`config.mk`:
```
export PLATFORM = sky130hd
export DESIGN_NAME = ctx_exchange
export DESIGN_NICKNAME = d
export VERILOG_FILES = /design/src/rtl/ctx_exchange.sv
export SDC_FILE = /design/constraint.sdc
export NUM_CORES = 2
export LEC_CHECK = 0
export BUFFER_PORTS_ARGS = -buffer_cell sky130_fd_sc_hd__buf_2
export CORE_AREA = 2 2 628 630
export DETAILED_ROUTE_END_ITERATION = 10
export DIE_AREA = 0 0 630 632
export GPL_ROUTABILITY_DRIVEN = 0
export PLACE_DENSITY_LB_ADDON = 0.25
export SLEW_MARGIN = 20
export SYNTH_ARGS = -nofsm -noshare
export SYNTH_HDL_FRONTEND = slang
export SYNTH_SLANG_ARGS = --single-unit
```
`constraint.sdc`:
```
create_clock -name clk -period 4.15 [get_ports clk]
set_input_delay 0.415 -clock clk [delete_from_list [all_inputs] [get_ports clk]]
set_output_delay 0.415 -clock clk [all_outputs]
set_load 0.02 [all_outputs]
```
`src/rtl/ctx_exchange.sv`:
```
module ctx_exchange #(
  parameter int DATA_W = 64,
  parameter int AREG_W = 24,
  parameter int PC_W   = 22,
  parameter int FLAG_W = 8,
  parameter int ADDR_W = 12
) (
  input  logic                  clk,
  input  logic                  rst_n,
  input  logic                  irq,
  input  logic [ADDR_W-1:0]     xchg_base,
  input  logic [8*DATA_W-1:0]   sreg_snap,
  input  logic [8*AREG_W-1:0]   areg_snap,
  input  logic [PC_W-1:0]       pc_snap,
  input  logic [FLAG_W-1:0]     flags_snap,
  output logic                  ld_en,
  output logic [8*DATA_W-1:0]   sreg_load,
  output logic [8*AREG_W-1:0]   areg_load,
  output logic [PC_W-1:0]       pc_load,
  output logic [FLAG_W-1:0]     flags_load,
  output logic                  mem_en,
  output logic                  mem_we,
  output logic [ADDR_W-1:0]     mem_addr,
  output logic [DATA_W-1:0]     mem_wdata,
  input  logic [DATA_W-1:0]     mem_rdata,
  output logic                  busy,
  output logic                  done
);
  localparam int NREG   = 8;
  localparam int NWORD  = 2 * NREG;
  localparam int IDX_W  = $clog2(NWORD);
  localparam int LAST   = 2 * NWORD + 1;
  localparam int STEP_W = $clog2(LAST + 1);

  // step 0: idle; odd 1..2N-1: read; even 2..2N: write; LAST: load
  logic [STEP_W-1:0] step, step_m1;
  logic [IDX_W-1:0]  idx;
  logic [ADDR_W-1:0] base;
  logic [DATA_W-1:0] out_buf [NWORD];
  logic [DATA_W-1:0] in_buf  [NWORD];
  logic [DATA_W-1:0] packed_w [NWORD];

  assign step_m1 = step - STEP_W'(1);
  assign idx     = step_m1[IDX_W:1];
  assign busy    = (step != '0);
  assign done    = (step == STEP_W'(LAST));
  assign ld_en   = done;
  assign mem_en  = busy && !done;
  assign mem_we  = mem_en && !step[0];
  assign mem_addr  = base + {{(ADDR_W-IDX_W){1'b0}}, idx};
  assign mem_wdata = out_buf[idx];

  always_comb begin
    for (int i = 0; i < NREG; i++) begin
      packed_w[i] = '0;
      packed_w[i][AREG_W-1:0] = areg_snap[i*AREG_W +: AREG_W];
      packed_w[NREG+i] = sreg_snap[i*DATA_W +: DATA_W];
    end
    packed_w[0][DATA_W-1 -: PC_W]   = pc_snap;
    packed_w[1][DATA_W-1 -: FLAG_W] = flags_snap;
  end

  always_ff @(posedge clk or negedge rst_n) begin
    if (!rst_n) begin
      step <= '0;
      base <= '0;
      for (int i = 0; i < NWORD; i++) begin
        out_buf[i] <= '0;
        in_buf[i]  <= '0;
      end
    end else if (!busy) begin
      if (irq) begin
        step <= STEP_W'(1);
        base <= xchg_base;
        for (int i = 0; i < NWORD; i++) out_buf[i] <= packed_w[i];
      end
    end else begin
      step <= done ? '0 : step + STEP_W'(1);
      if (mem_we) in_buf[idx] <= mem_rdata;
    end
  end

  for (genvar g = 0; g < NREG; g++) begin : g_unpack
    assign areg_load[g*AREG_W +: AREG_W] = in_buf[g][AREG_W-1:0];
    assign sreg_load[g*DATA_W +: DATA_W] = in_buf[NREG+g];
  end
  assign pc_load    = in_buf[0][DATA_W-1 -: PC_W];
  assign flags_load = in_buf[1][DATA_W-1 -: FLAG_W];

  assert_we_needs_en_R3: assert property (@(posedge clk) disable iff (!rst_n)
    mem_we |-> mem_en);
  assert_write_after_read_R3: assert property (@(posedge clk) disable iff (!rst_n)
    mem_we |-> ($past(mem_en && !mem_we) && mem_addr == $past(mem_addr)));
  assert_addr_ascends_R3: assert property (@(posedge clk) disable iff (!rst_n)
    (mem_en && !mem_we && $past(mem_we)) |-> mem_addr == $past(mem_addr) + ADDR_W'(1));
  assert_done_pulse_R7: assert property (@(posedge clk) disable iff (!rst_n)
    done |=> !done && !busy);
  assert_load_after_write_R6: assert property (@(posedge clk) disable iff (!rst_n)
    done |-> $past(mem_we));
  assert_busy_holds_R8: assert property (@(posedge clk) disable iff (!rst_n)
    (busy && !done) |=> busy);
endmodule

```
After elaboration in Yosys (flattened, before gate mapping)
Index checks and enable logic that the tools add are counted.

Register bits: 1776. Bits of input ports: 813. Output and inout port bits: 815. Logic and storage cells: 60.

$add $sub $neg: 3. Magnitude comparators: 2. Equality and inequality tests: 1. Multiplexer cells: 9. Bitwise gates (word level): 2. Reduce and logical (&&, ||, !) cells: 9.

Operators with widths (number): $bwmux W1024 (1); $bmux W64 S4 (1); $demux W64 S4 (1); $mux W64 (3); $mux W6 (3); $add A12 B4 Y12 (1); $add A6 B1 Y6 const B (1); $eq A6 B6 Y1 const B (1); $reduce_bool A6 Y1 (1); $ge A5 B5 Y1 const B (1); $lt A5 B1 Y1 const B (1); $not A4 Y5 (1); $sub A5 B1 Y5 const B (1); $reduce_and A2 Y1 (2); $logic_and A1 B1 Y1 (3); $logic_not A1 Y1 (2); $reduce_bool A2 Y1 (1); $not A1 Y1 (1).

Longest topological paths before layout
Depth after elaboration: 7. Mapped depth: 14. Gate-level depth less buffers: 10.

Worst setup path before layout
OpenSTA, ideal clock, no wires.

Path type: reg2out. From: register step[0]. To: output port mem_addr[8]. Arrival time: 3.761 ns. Required time: 3.735 ns. Slack: -0.026 ns. Stages on the path, launching flop included: 15. Path buffers: 4. Cell sequence: dfrtp_1 > buf_2 > inv_1 > ha_1 > clkbuf_1 > inv_1 > buf_1 > buf_2 > ha_1 > inv_1 > fa_1 > nor2b_1 > o21ai_0 > a211oi_1 > xor2_1.

Word-level cells in the longest chain between the ends: 2.

RTL lines: start: declaration (line 36) `logic [STEP_W-1:0] step, step_m1;`; start signal: assignment (line 78) `step <= done ? '0 : step + STEP_W'(1);`; $sub A5 B1 Y5 (line 43) `assign step_m1 = step - STEP_W'(1);`; $add A12 B4 Y12 (line 50) `assign mem_addr = base + {{(ADDR_W-IDX_W){1'b0}}, idx};`; end: declaration (line 23) `output logic [ADDR_W-1:0] mem_addr,`.

Every way passes these cells.

Worst setup path after layout
From: register step[0]. To: output port mem_wdata[13].

Word-level cells in the longest chain between the ends: 5.

RTL lines: $sub A5 B1 Y5 (line 43); $not A4 Y5 (implied by the code) (line 51) `assign mem_wdata = out_buf[idx];`; $bmux W64 S4 (line 51); $mux W64 (implied by the code) (2 in a row) (line 51); end: declaration (line 24) `output logic [DATA_W-1:0] mem_wdata,`.

Every way passes these cells. The select of a mux whose other input is x is not followed.

==> results.md <==
- Outcome: finished clean
- Port bufs: 1627
- Final Critical Period: 4.08 ns
- 1st-iter DRT viols: between 1500 and 2000
- Cell Area, Synth: 61000 µm²
- Top post-synthesis cells by area: dfrtp_1 61%, mux2_2 27%, mux4_2 6.5%, clkbuf_1 1.3%, mux2_1 0.85%
- Compound-gate portion of the synthesized area: 0.0179
- Initial antenna violation count: roughly 120
- Gr usage total: 0.143
- H-tree levels: 4
- Hold crit path type: in2reg
- XOR/XNOR Fraction of Synth Area: 0.00213
- Vias/cell: ~3.8
- Net Count, Synth: approximately 4600
- Ports: 1628
- Die width: 630 µm
- CTS tree: built
- Hold Violations, Final: 0
- Post-route cell area: 91000 µm²
- Pwr/cell area: 893 nW/µm²
- GRT Max-Usage Layer: met2
- Slowest cell on crit path: o21ai_0
- Worst endpoint required time: 3.73 ns
- Vias in the first global route: 47000
- Post-synthesis adder-cell area fraction: 0.00197
- Slew margin rel.: 0.309
- First-pass GRT wire length: 399000 µm
- Tcrit/Tclk final: 0.983
- Leak: around 40 nW
- GR Layer Usage met3: 0.0290
- Crit start category: register
- Critical path, cell by cell: buf_4 -> or3_1 -> and3b_2 -> buf_4 -> o21ai_0 -> nand4_1 -> buf_2
- Die Ht: 632 µm
- Setup Crit Path Kind: reg2out
- GR Util met1: 0.155
- Post-route ant nets: 0
- Die area: 398000 µm²
- Proportion of layout cells with a drive suffix above 1: 0.585
- Largest net degree at the start of global routing: 160
- Finish-stage setup viols: 0
- TritonRoute pass-1 iters: 4
- Residual DRC: 0
- Cell mode on critical path: buf_4
- Cell Count, Final, Fillers Out: roughly 12000
- Async set or reset register ratio after synthesis: 1.00
- Via count: 44100
- Final HPWL DP: 222000 µm
- Count leader, synth: dfrtp_1
- Crit path DAT: between 3 and 4 ns
- Peak supply drop: between 0.4 and 0.5 mV
- Post-synth EDFFs: 0
- FF-to-FF setup slack: 0.90 ns
- Simple-gate share of the synthesized area: 0.0105
- Yosys synthesis warning count: 0
- Seq cells post-synth: 1486
- Met2 Resource Use GR: 0.274
- Final Skew: 0.0360 ns
- Layout area overhead: 49.2%
- Tot Pwr: 0.0813 W
- Clock sink total: 1486
- Num rows: 230
- Core ar.: around 390000 µm²
- Clock root buffer: clkbuf_16
- Maxcap violations: 0
- Primary FF master, synth: dfrtp_1
- Distinct cell type count after synthesis: 51
- Clock Latency Late Sink: 0.88 ns
- Mux contribution to synthesized area: 0.340
- Wirelength, routed: 295000 µm
- Avg WL per Cell: 25.3 µm
- Fin. max-slew vios: 0
- Net count reported at finish: 7067
- Largest family of logic cells by synthesized area: multiplexers
- Top cells by count, synth: 1486 x dfrtp_1, 1435 x mux2_2, 205 x clkbuf_1, 176 x mux4_2, 97 x o21ai_0
- CP max FO: 27
- Clk slew on worst S/H paths: ~0.060 ns
- Cells after DPL: approximately 10000
- CP Capture Type: primary output
- Synth top area share: 0.610
- Syn avg cell area: 16.2 µm²
- Post-DP Area: 76400 µm²
- Max incr delay on CP: 0.70 ns
- Fmax achieved: approximately 250 MHz
- Initial core utilization: 0.156
- RSZ-0062 raised after global routing: yes
- Top cell type by total area after synthesis: dfrtp_1
- # fillers: approximately 42000
- Worst Tran Pin Value: about 1.0 ns
- Mapped Cells: about 3800
- CTS max path bufs: 4
- Total CTS buffers: between 150 and 200
- Register area share after synthesis: 0.610
- Gr ovfl total: 0
[where the power goes]
group	leakage, nW	internal (W)	total, W	switching (W)
sequential	17.6	0.0220	0.0263	0.00433
clock	2.98	0.00971	0.0165	0.00683
combinational	19.1	0.0172	0.0384	0.0212
[timing repair]
item	4_1_cts	5_1_grt
pin swaps	8	1
buffers inserted	15	10
endpoints found under the setup margin	73	7
hold buffers	778	0
endpoints found under the hold margin	1024	0
cloned	5	0
gates resized for setup	53	9
[flip-flops by register name, indices dropped and copies added (netlist names)]
name,cells
sreg_load,512
step,6
base,12
areg_load,192
out_buf,734
flags_load,8
pc_load,22
[final timing paths]
kind | end | startpoint | depth (start not counted)
min in group asynchronous | areg_load[43] | rst_n | 2
max in group asynchronous | out_buf[591] | rst_n | 3
setup reg to reg | sreg_load[412] | step[0] | 8
setup / recovery | mem_wdata[13] | step[0] | 7
hold / removal | sreg_load[39] | mem_rdata[39] | 2
hold reg to reg | sreg_load[38] | sreg_load[38] | 1
[stage by stage]
step	utilization	setup slack (ns)	hold slack, ns	TNS [ns]
after global routing	0.232	-0.00918	0.0563	-0.00918
after detailed placement	0.195	0.226	0.476	0
after floorplan	-	0.249	0.119	0
after global placement	0.195	0.208	0.469	0
after CTS	0.232	0.00740	0.00274	0
final	0.232	0.0700	0.0985	0
[cell usage in the layout, fill, tap and decap left out, drive strengths merged, types with 5 or more instances in the layout]
master,netlist,final
clkinv,0,28
mux4,176,176
bufbuf,0,5
or2,5,5
nand2,72,72
mux2,1481,1481
xor2,7,7
inv,11,19
a22o,18,18
xnor2,7,7
ha,8,8
clkbuf,205,270
a21oi,5,5
nor2,7,7
o211ai,28,28
mux2i,8,8
diode,0,46
nand4,25,25
dfrtp,1486,1486
dlygate4sd3,0,778
o21ai,110,110
buf,58,1779
bufinv,0,11
[kinds of logic (layout without fill, tap and decap cells)]
group	after synthesis	in the layout
adders and majority gates	9	9
muxes	1665	1665
AOI/OAI and AO/OA	176	176
other	0	46
and+or+nand+nor	131	131
DFF	1486	1486
xor gates and xnor gates	14	14
buffers and inverters	274	2894
[critical path: cells and delay by family, from the launching register on]
family / cells / cell delay (ns)
simple gates: 3 / 0.94
buf+inv: 3 / 0.72
compound gates: 1 / 0.70
flops: 1 / 0.39
[routing by layer]
layer / part of all wire / up-vias
met4: 0.034 / 46
li1: - / 18800
met5: 0.00098 / -
met1: 0.37 / 23400
met2: 0.55 / 1420
met3: 0.049 / 481
[cell type report]
type | instances | area (µm²) | share of cell area
flip-flops and latches | 1486 | 37200 | 0.409
multi-input cells | 1995 | 23000 | 0.253
repair buffers | 2562 | 18000 | 0.198
well taps | 5220 | 6530 | 0.0718
clock buffers | 270 | 5400 | 0.0594
clock inverters | 51 | 673 | 0.00740
diodes | 46 | 115 | 0.00127
inverters | 11 | 48.8 | 0.000536
Note: power is estimated with default switching activity, not from simulation.
